===== config.mk =====
export PLATFORM = sky130hd
export DESIGN_NAME = supply_reset_pulser
export DESIGN_NICKNAME = d
export VERILOG_FILES = /design/src/rtl/supply_reset_pkg.sv /design/src/rtl/sync_chain.sv /design/src/rtl/dip_filter.sv /design/src/rtl/period_timer.sv /design/src/rtl/supply_reset_pulser.sv
export SDC_FILE = /design/constraint.sdc
export NUM_CORES = 1
export LEC_CHECK = 0
export BUFFER_PORTS_ARGS = -buffer_cell sky130_fd_sc_hd__buf_2
export CORE_UTILIZATION = 60
export CTS_CLUSTER_DIAMETER = 150
export DETAILED_ROUTE_END_ITERATION = 10
export PLACE_DENSITY_LB_ADDON = 0.12
export SYNTH_ARGS = -nofsm -noshare
export SYNTH_HDL_FRONTEND = slang
export SYNTH_SLANG_ARGS = --single-unit

===== constraint.sdc =====
create_clock -name clk -period 3.54 [get_ports clk]
set_clock_uncertainty 0.2 [all_clocks]
set_input_delay 0.708 -clock clk [delete_from_list [all_inputs] [get_ports clk]]
set_output_delay 0.708 -clock clk [all_outputs]
set_load 0.03 [all_outputs]

===== src/rtl/supply_reset_pkg.sv =====
package supply_reset_pkg;

  typedef enum logic {
    ST_HOLD = 1'b0,
    ST_RUN  = 1'b1
  } sup_state_e;

endpackage


===== src/rtl/sync_chain.sv =====
module sync_chain #(
  parameter int STAGES = 2,
  parameter bit RST_VAL = 1'b0
) (
  input  logic clk,
  input  logic rst_n,
  input  logic d_i,
  output logic q_o
);

  logic [STAGES-1:0] stage_q;
  logic [STAGES-1:0] stage_d;

  always_comb begin
    stage_d[0] = d_i;
    for (int i = 1; i < STAGES; i++) begin
      stage_d[i] = stage_q[i-1];
    end
  end

  always_ff @(posedge clk or negedge rst_n) begin
    if (!rst_n) begin
      stage_q <= {STAGES{RST_VAL}};
    end else begin
      stage_q <= stage_d;
    end
  end

  assign q_o = stage_q[STAGES-1];

endmodule


===== src/rtl/dip_filter.sv =====
module dip_filter #(
  parameter int QW = 16
) (
  input  logic          clk,
  input  logic          rst_n,
  input  logic          en_i,
  input  logic          ok_i,
  input  logic [QW-1:0] len_i,
  output logic          trip_o
);

  logic [QW-1:0] len_eff;
  logic [QW-1:0] cnt_q;
  logic [QW-1:0] cnt_d;
  logic          at_limit;

  assign len_eff  = (len_i == '0) ? QW'(1) : len_i;
  assign at_limit = (cnt_q == len_eff - QW'(1));
  assign trip_o   = en_i && !ok_i && at_limit;

  always_comb begin
    if (!en_i || ok_i || at_limit) begin
      cnt_d = '0;
    end else begin
      cnt_d = cnt_q + QW'(1);
    end
  end

  always_ff @(posedge clk or negedge rst_n) begin
    if (!rst_n) begin
      cnt_q <= '0;
    end else begin
      cnt_q <= cnt_d;
    end
  end

  // the dip counter never reaches the qualification length
  p_dip_range_r3 : assert property (@(posedge clk) disable iff (!rst_n)
    cnt_q < len_eff);

  // a high flag wipes any partial dip count
  p_dip_clear_r4 : assert property (@(posedge clk) disable iff (!rst_n)
    ok_i |=> (cnt_q == '0));

endmodule


===== src/rtl/period_timer.sv =====
module period_timer #(
  parameter int PW = 25
) (
  input  logic          clk,
  input  logic          rst_n,
  input  logic          en_i,
  input  logic          ok_i,
  input  logic [PW-1:0] len_i,
  output logic          done_o
);

  logic [PW-1:0] len_eff;
  logic [PW-1:0] cnt_q;
  logic [PW-1:0] cnt_d;
  logic          at_limit;

  assign len_eff  = (len_i == '0) ? PW'(1) : len_i;
  assign at_limit = (cnt_q == len_eff - PW'(1));
  assign done_o   = en_i && ok_i && at_limit;

  always_comb begin
    if (!en_i || !ok_i || at_limit) begin
      cnt_d = '0;
    end else begin
      cnt_d = cnt_q + PW'(1);
    end
  end

  always_ff @(posedge clk or negedge rst_n) begin
    if (!rst_n) begin
      cnt_q <= '0;
    end else begin
      cnt_q <= cnt_d;
    end
  end

  // the count stays inside the programmed period
  p_period_range_r2 : assert property (@(posedge clk) disable iff (!rst_n)
    cnt_q < len_eff);

  // a low flag during the hold restarts the period
  p_restart_r7 : assert property (@(posedge clk) disable iff (!rst_n)
    (en_i && !ok_i) |=> (cnt_q == '0));

endmodule


===== src/rtl/supply_reset_pulser.sv =====
module supply_reset_pulser
  import supply_reset_pkg::*;
#(
  parameter int QW = 16,
  parameter int PW = 25,
  parameter int SYNC_STAGES = 2
) (
  input  logic          clk,
  input  logic          arst_n,
  input  logic          supply_ok_i,
  input  logic [QW-1:0] qual_len_i,
  input  logic [PW-1:0] hold_len_i,
  output logic          cpu_rst_n_o
);

  logic       core_rst_n;
  logic       ok_s;
  logic       trip;
  logic       done;
  logic       in_hold;
  logic       in_run;
  sup_state_e state_q;
  sup_state_e state_d;
  logic       rst_q;
  logic       rst_d;

  // reset: asserted asynchronously, released on a clock edge
  sync_chain #(.STAGES(2), .RST_VAL(1'b0)) u_rst_sync (
    .clk   (clk),
    .rst_n (arst_n),
    .d_i   (1'b1),
    .q_o   (core_rst_n)
  );

  // comparator flag synchronizer; resets to "supply low"
  sync_chain #(.STAGES(SYNC_STAGES), .RST_VAL(1'b0)) u_flag_sync (
    .clk   (clk),
    .rst_n (core_rst_n),
    .d_i   (supply_ok_i),
    .q_o   (ok_s)
  );

  assign in_hold = (state_q == ST_HOLD);
  assign in_run  = (state_q == ST_RUN);

  dip_filter #(.QW(QW)) u_dip (
    .clk    (clk),
    .rst_n  (core_rst_n),
    .en_i   (in_run),
    .ok_i   (ok_s),
    .len_i  (qual_len_i),
    .trip_o (trip)
  );

  period_timer #(.PW(PW)) u_period (
    .clk    (clk),
    .rst_n  (core_rst_n),
    .en_i   (in_hold),
    .ok_i   (ok_s),
    .len_i  (hold_len_i),
    .done_o (done)
  );

  always_comb begin
    state_d = state_q;
    unique case (state_q)
      ST_HOLD: if (done) state_d = ST_RUN;
      ST_RUN:  if (trip) state_d = ST_HOLD;
      default: state_d = ST_HOLD;
    endcase
  end

  assign rst_d = (state_d == ST_RUN);

  always_ff @(posedge clk or negedge core_rst_n) begin
    if (!core_rst_n) begin
      state_q <= ST_HOLD;
      rst_q   <= 1'b0;
    end else begin
      state_q <= state_d;
      rst_q   <= rst_d;
    end
  end

  assign cpu_rst_n_o = rst_q;

  // held reset with the supply still low stays held
  p_hold_low_r6 : assert property (@(posedge clk) disable iff (!core_rst_n)
    (in_hold && !ok_s) |=> !cpu_rst_n_o);

  // release only follows a cycle with the supply good
  p_release_ok_r2 : assert property (@(posedge clk) disable iff (!core_rst_n)
    $rose(cpu_rst_n_o) |-> $past(ok_s));

  // a new reset only follows a cycle with the supply low
  p_trip_low_r5 : assert property (@(posedge clk) disable iff (!core_rst_n)
    $fell(cpu_rst_n_o) |-> !$past(ok_s));

  // reset input forces the output low
  p_async_r1 : assert property (@(posedge clk)
    !core_rst_n |-> !cpu_rst_n_o);

endmodule


==> flow_summary.ini <==
[worst_setup_path]
path_max_fanout = 7
path_class = input pin to flip-flop
endpoint_kind = flip-flop
worstPathRequired_ps = 3480
ff2ff_setup_slack_ps = 770
path_cells = buf_2 > buf_4 > or4_4 > or4b_2 > a31oi_1 > mux2i_1 > a22oi_1 > and4_4 > clkbuf_16 > nor4_2
worstPathArrival_ps = 3380
slowest_stage = or4b_2
rr_startpoint = u_period.cnt_q[11]$_DFF_PN0_
max_stage_delay_ps = 610
cp-start-kind = input pin
worst-r2r-cell-count = 8
worstSetupStartpoint = hold_len_i[4]
reg2reg_to = u_period.cnt_q[14]$_DFF_PN0_
cp-endpoint = u_period.cnt_q[14]$_DFF_PN0_

[clock_tree]
cts_num_sinks = 46
max-clock-path-buffers = 2
root_buffer = clkbuf_8
insertion_delay_ps = 310
cts_tree = built
cts_htree_levels = 2
cts_made_buffers = 5
clkTransAtPathRegs_ps = 90

[grt]
grt_util_all_layers_pct = 30.7
use_met2_pct = 46.4
gr-total-overflow = 0
met1_usage_pct = 45.0
grt_max_degree = 45
antenna_found_initial = 0
top_usage_layer = met2
grt_pass1_wl_um = 15500
grt_pass1_vias = 3227
met3_usage_pct = 5.22

[power]
switching_share_pct = 28.5
p_total_mw = 1.07
p_int_mw = 0.765
leakage_nw = 1.91
p_per_area_mw_per_mm2 = 225
p_sw_mw = 0.305
ir_drop_mv = 0.308
pwr-share-seq_pct = 51.0
combPwrFrac_pct = 18.1
p_clk_share_pct = 30.9

[timing]
fin_crit_sh_pct = 97.0
relSlewSlack_pct = 22.7
fmax_mhz = 291
setup_viol = 0
timing.hold.ws_ps = 165
worst_pin_slew_ps = 1160
fin_setup_tns_ps = 0
period_needed_ps = 3430
hold_violations = 0
drv_slew = 0

[yosys]
synth_nets = 473
ys_warn_count = 0
synth-main-ff-cell = dfrtp_1
synthCells = 425
async_reset_ff_share_pct = 100
synth_cell_types = 59
ys_ff_latch = 46
ys_seq_area_share_pct = 30.3
synth_area_mm2 = 0.00380
synth_edf_count = 0
avgSynthCellArea_um2 = 8.93

[job]
drv_cap = 0

[cells_and_area]
fin_nets = 567
antenna_cells = 0
mostFrequentLayoutCells = 56 x buf_4, 45 x xnor2_1, 45 x dfrtp_1
final_common_cell = buf_4
drive_above_1_share_pct = 30.6
area_growth_pct = 25.1

[route]
totalWireLength_um = 10100
drcViolationCount = 0
via_per_inst = 6.19
routed-via-count = 3686
drtIter0Drc = 352
post_drt_wl_per_cell_um = 17.0
first_pass_iters = 5
ant_nets = 0

[floorplan]
die_h_um = 81.5
initial_core_util_pct = 63.0
dieArea_mm2 = 0.00665
top_level_ports = 45
die_w_um = 81.5
num_rows = 28
core_mm2 = 0.00603

[run_status]
status = finished, final reports clean

[worst_hold_path]
hold_class = flip-flop to flip-flop

[place]
port_buffers = 44
gp_congestion = 0.984
hpwl_um = 7420
## synth_stat cells (all sizes together), types with 4 or more instances
| master | count | area, um2 |
|---|---|---|
| inv | 6 | 22.5 |
| a31oi | 8 | 50.1 |
| nor2 | 42 | 158 |
| and4 | 5 | 43.8 |
| nand2 | 28 | 105 |
| buf | 6 | 48.8 |
| nor4 | 32 | 330 |
| or4 | 10 | 86.3 |
| and3 | 16 | 100 |
| nand3 | 15 | 75.1 |
| nor2b | 5 | 31.3 |
| a21oi | 10 | 50.1 |
| clkbuf | 13 | 48.8 |
| xnor2 | 45 | 394 |
| dfrtp | 46 | 1150 |
| a2111oi | 4 | 53.8 |
| ha | 4 | 50.1 |
| or3 | 5 | 31.3 |
| nor3 | 16 | 100 |
| nand4 | 13 | 81.3 |
| o211ai | 6 | 45.0 |
| o21ai | 7 | 35.0 |
| xor2 | 38 | 333 |
| a211oi | 4 | 30.0 |
## how the worst min path moves through the flow
stage                                           startpoint                                to  slack [ps]  cells after the start
after floorplan           u_flag_sync.stage_q[0]$_DFF_PN0_  u_flag_sync.stage_q[1]$_DFF_PN0_         130                      0
after global placement    u_flag_sync.stage_q[0]$_DFF_PN0_  u_flag_sync.stage_q[1]$_DFF_PN0_         140                      0
after detailed placement  u_flag_sync.stage_q[0]$_DFF_PN0_  u_flag_sync.stage_q[1]$_DFF_PN0_         140                      0
after CTS                 u_flag_sync.stage_q[0]$_DFF_PN0_  u_flag_sync.stage_q[1]$_DFF_PN0_         170                      0
after global routing       u_rst_sync.stage_q[0]$_DFF_PN0_   u_rst_sync.stage_q[1]$_DFF_PN0_         170                      0
final                     u_flag_sync.stage_q[0]$_DFF_PN0_  u_flag_sync.stage_q[1]$_DFF_PN0_         160                      0
## metal layers
metal	part of all wire [%]	wire length [um]	vias to the layer above
met1	46	4660	1769
met4	1.3	133	0
met5	0	0	-
li1	-	-	1764
met3	7.1	720	17
met2	46	4610	136
## stage by stage
step / utilization (%) / worst slack (ps) / area (um2) / std cells
6_report: 78.8 / 105 / 4750 / 595
5_1_grt: 78.8 / -41.1 / 4750 / 595
4_1_cts: 77.3 / 139 / 4660 / 592
3_5_place_dp: 75.6 / -184 / 4550 / 583
3_3_place_gp: 75.6 / -143 / 4550 / 583
2_1_floorplan: - / -35.1 / 3890 / 425
## flip-flops by register name, indices dropped and copies added, names as in the netlist
signal / flops
cpu_rst_n_o: 1
u_rst_sync.stage_q: 2
u_dip.cnt_q: 16
u_period.cnt_q: 25
u_flag_sync.stage_q: 2
## worst max-delay path: cells and delay by family
family	cells	cell delay, ps
multiplexers	1	110
buffers and inverters	3	460
AND/OR/NAND/NOR	4	1580
AO/OA/AOI/OAI	2	500
## layout make-up
type / count / area (um2)
inverter: 6 / 22.5
timing repair buffer: 106 / 752
sequential: 46 / 1150
fill: 407 / 1270
tap: 75 / 93.8
clock buffer: 5 / 68.8
multi-input combinational: 354 / 2640
clock inverter: 3 / 23.8
## logic make-up (layout without fill, tap and decap cells)
logic type | after synthesis | in the layout | share of synthesized area, %
AND/OR/NAND/NOR | 206 | 206 | 34.2
XOR/XNOR | 83 | 83 | 19.1
AO/OA/AOI/OAI | 57 | 57 | 10.9
flip-flops | 46 | 46 | 30.3
buffers and inverters | 25 | 120 | 3.16
adder cells (fa/ha/maj) | 4 | 4 | 1.32
multiplexers | 3 | 3 | 0.791
other | 1 | 1 | 0.0988
## what timing repair did
item	4_1_cts	5_1_grt
hold endpoints to repair	2	0
hold buffers	1	0
setup endpoints to repair	0	26
gates resized for setup	0	7
buffers inserted	0	0
## power groups by stage
stage	Sequential (mW)	Combinational [mW]	Clock, mW
after floorplan	0.552	0.0852	0
after global placement	0.556	0.180	0
after detailed placement	0.557	0.185	0
after CTS	0.546	0.187	0.337
after global routing	0.549	0.210	0.355
final	0.546	0.194	0.331
(Power assumes the default switching activity.)
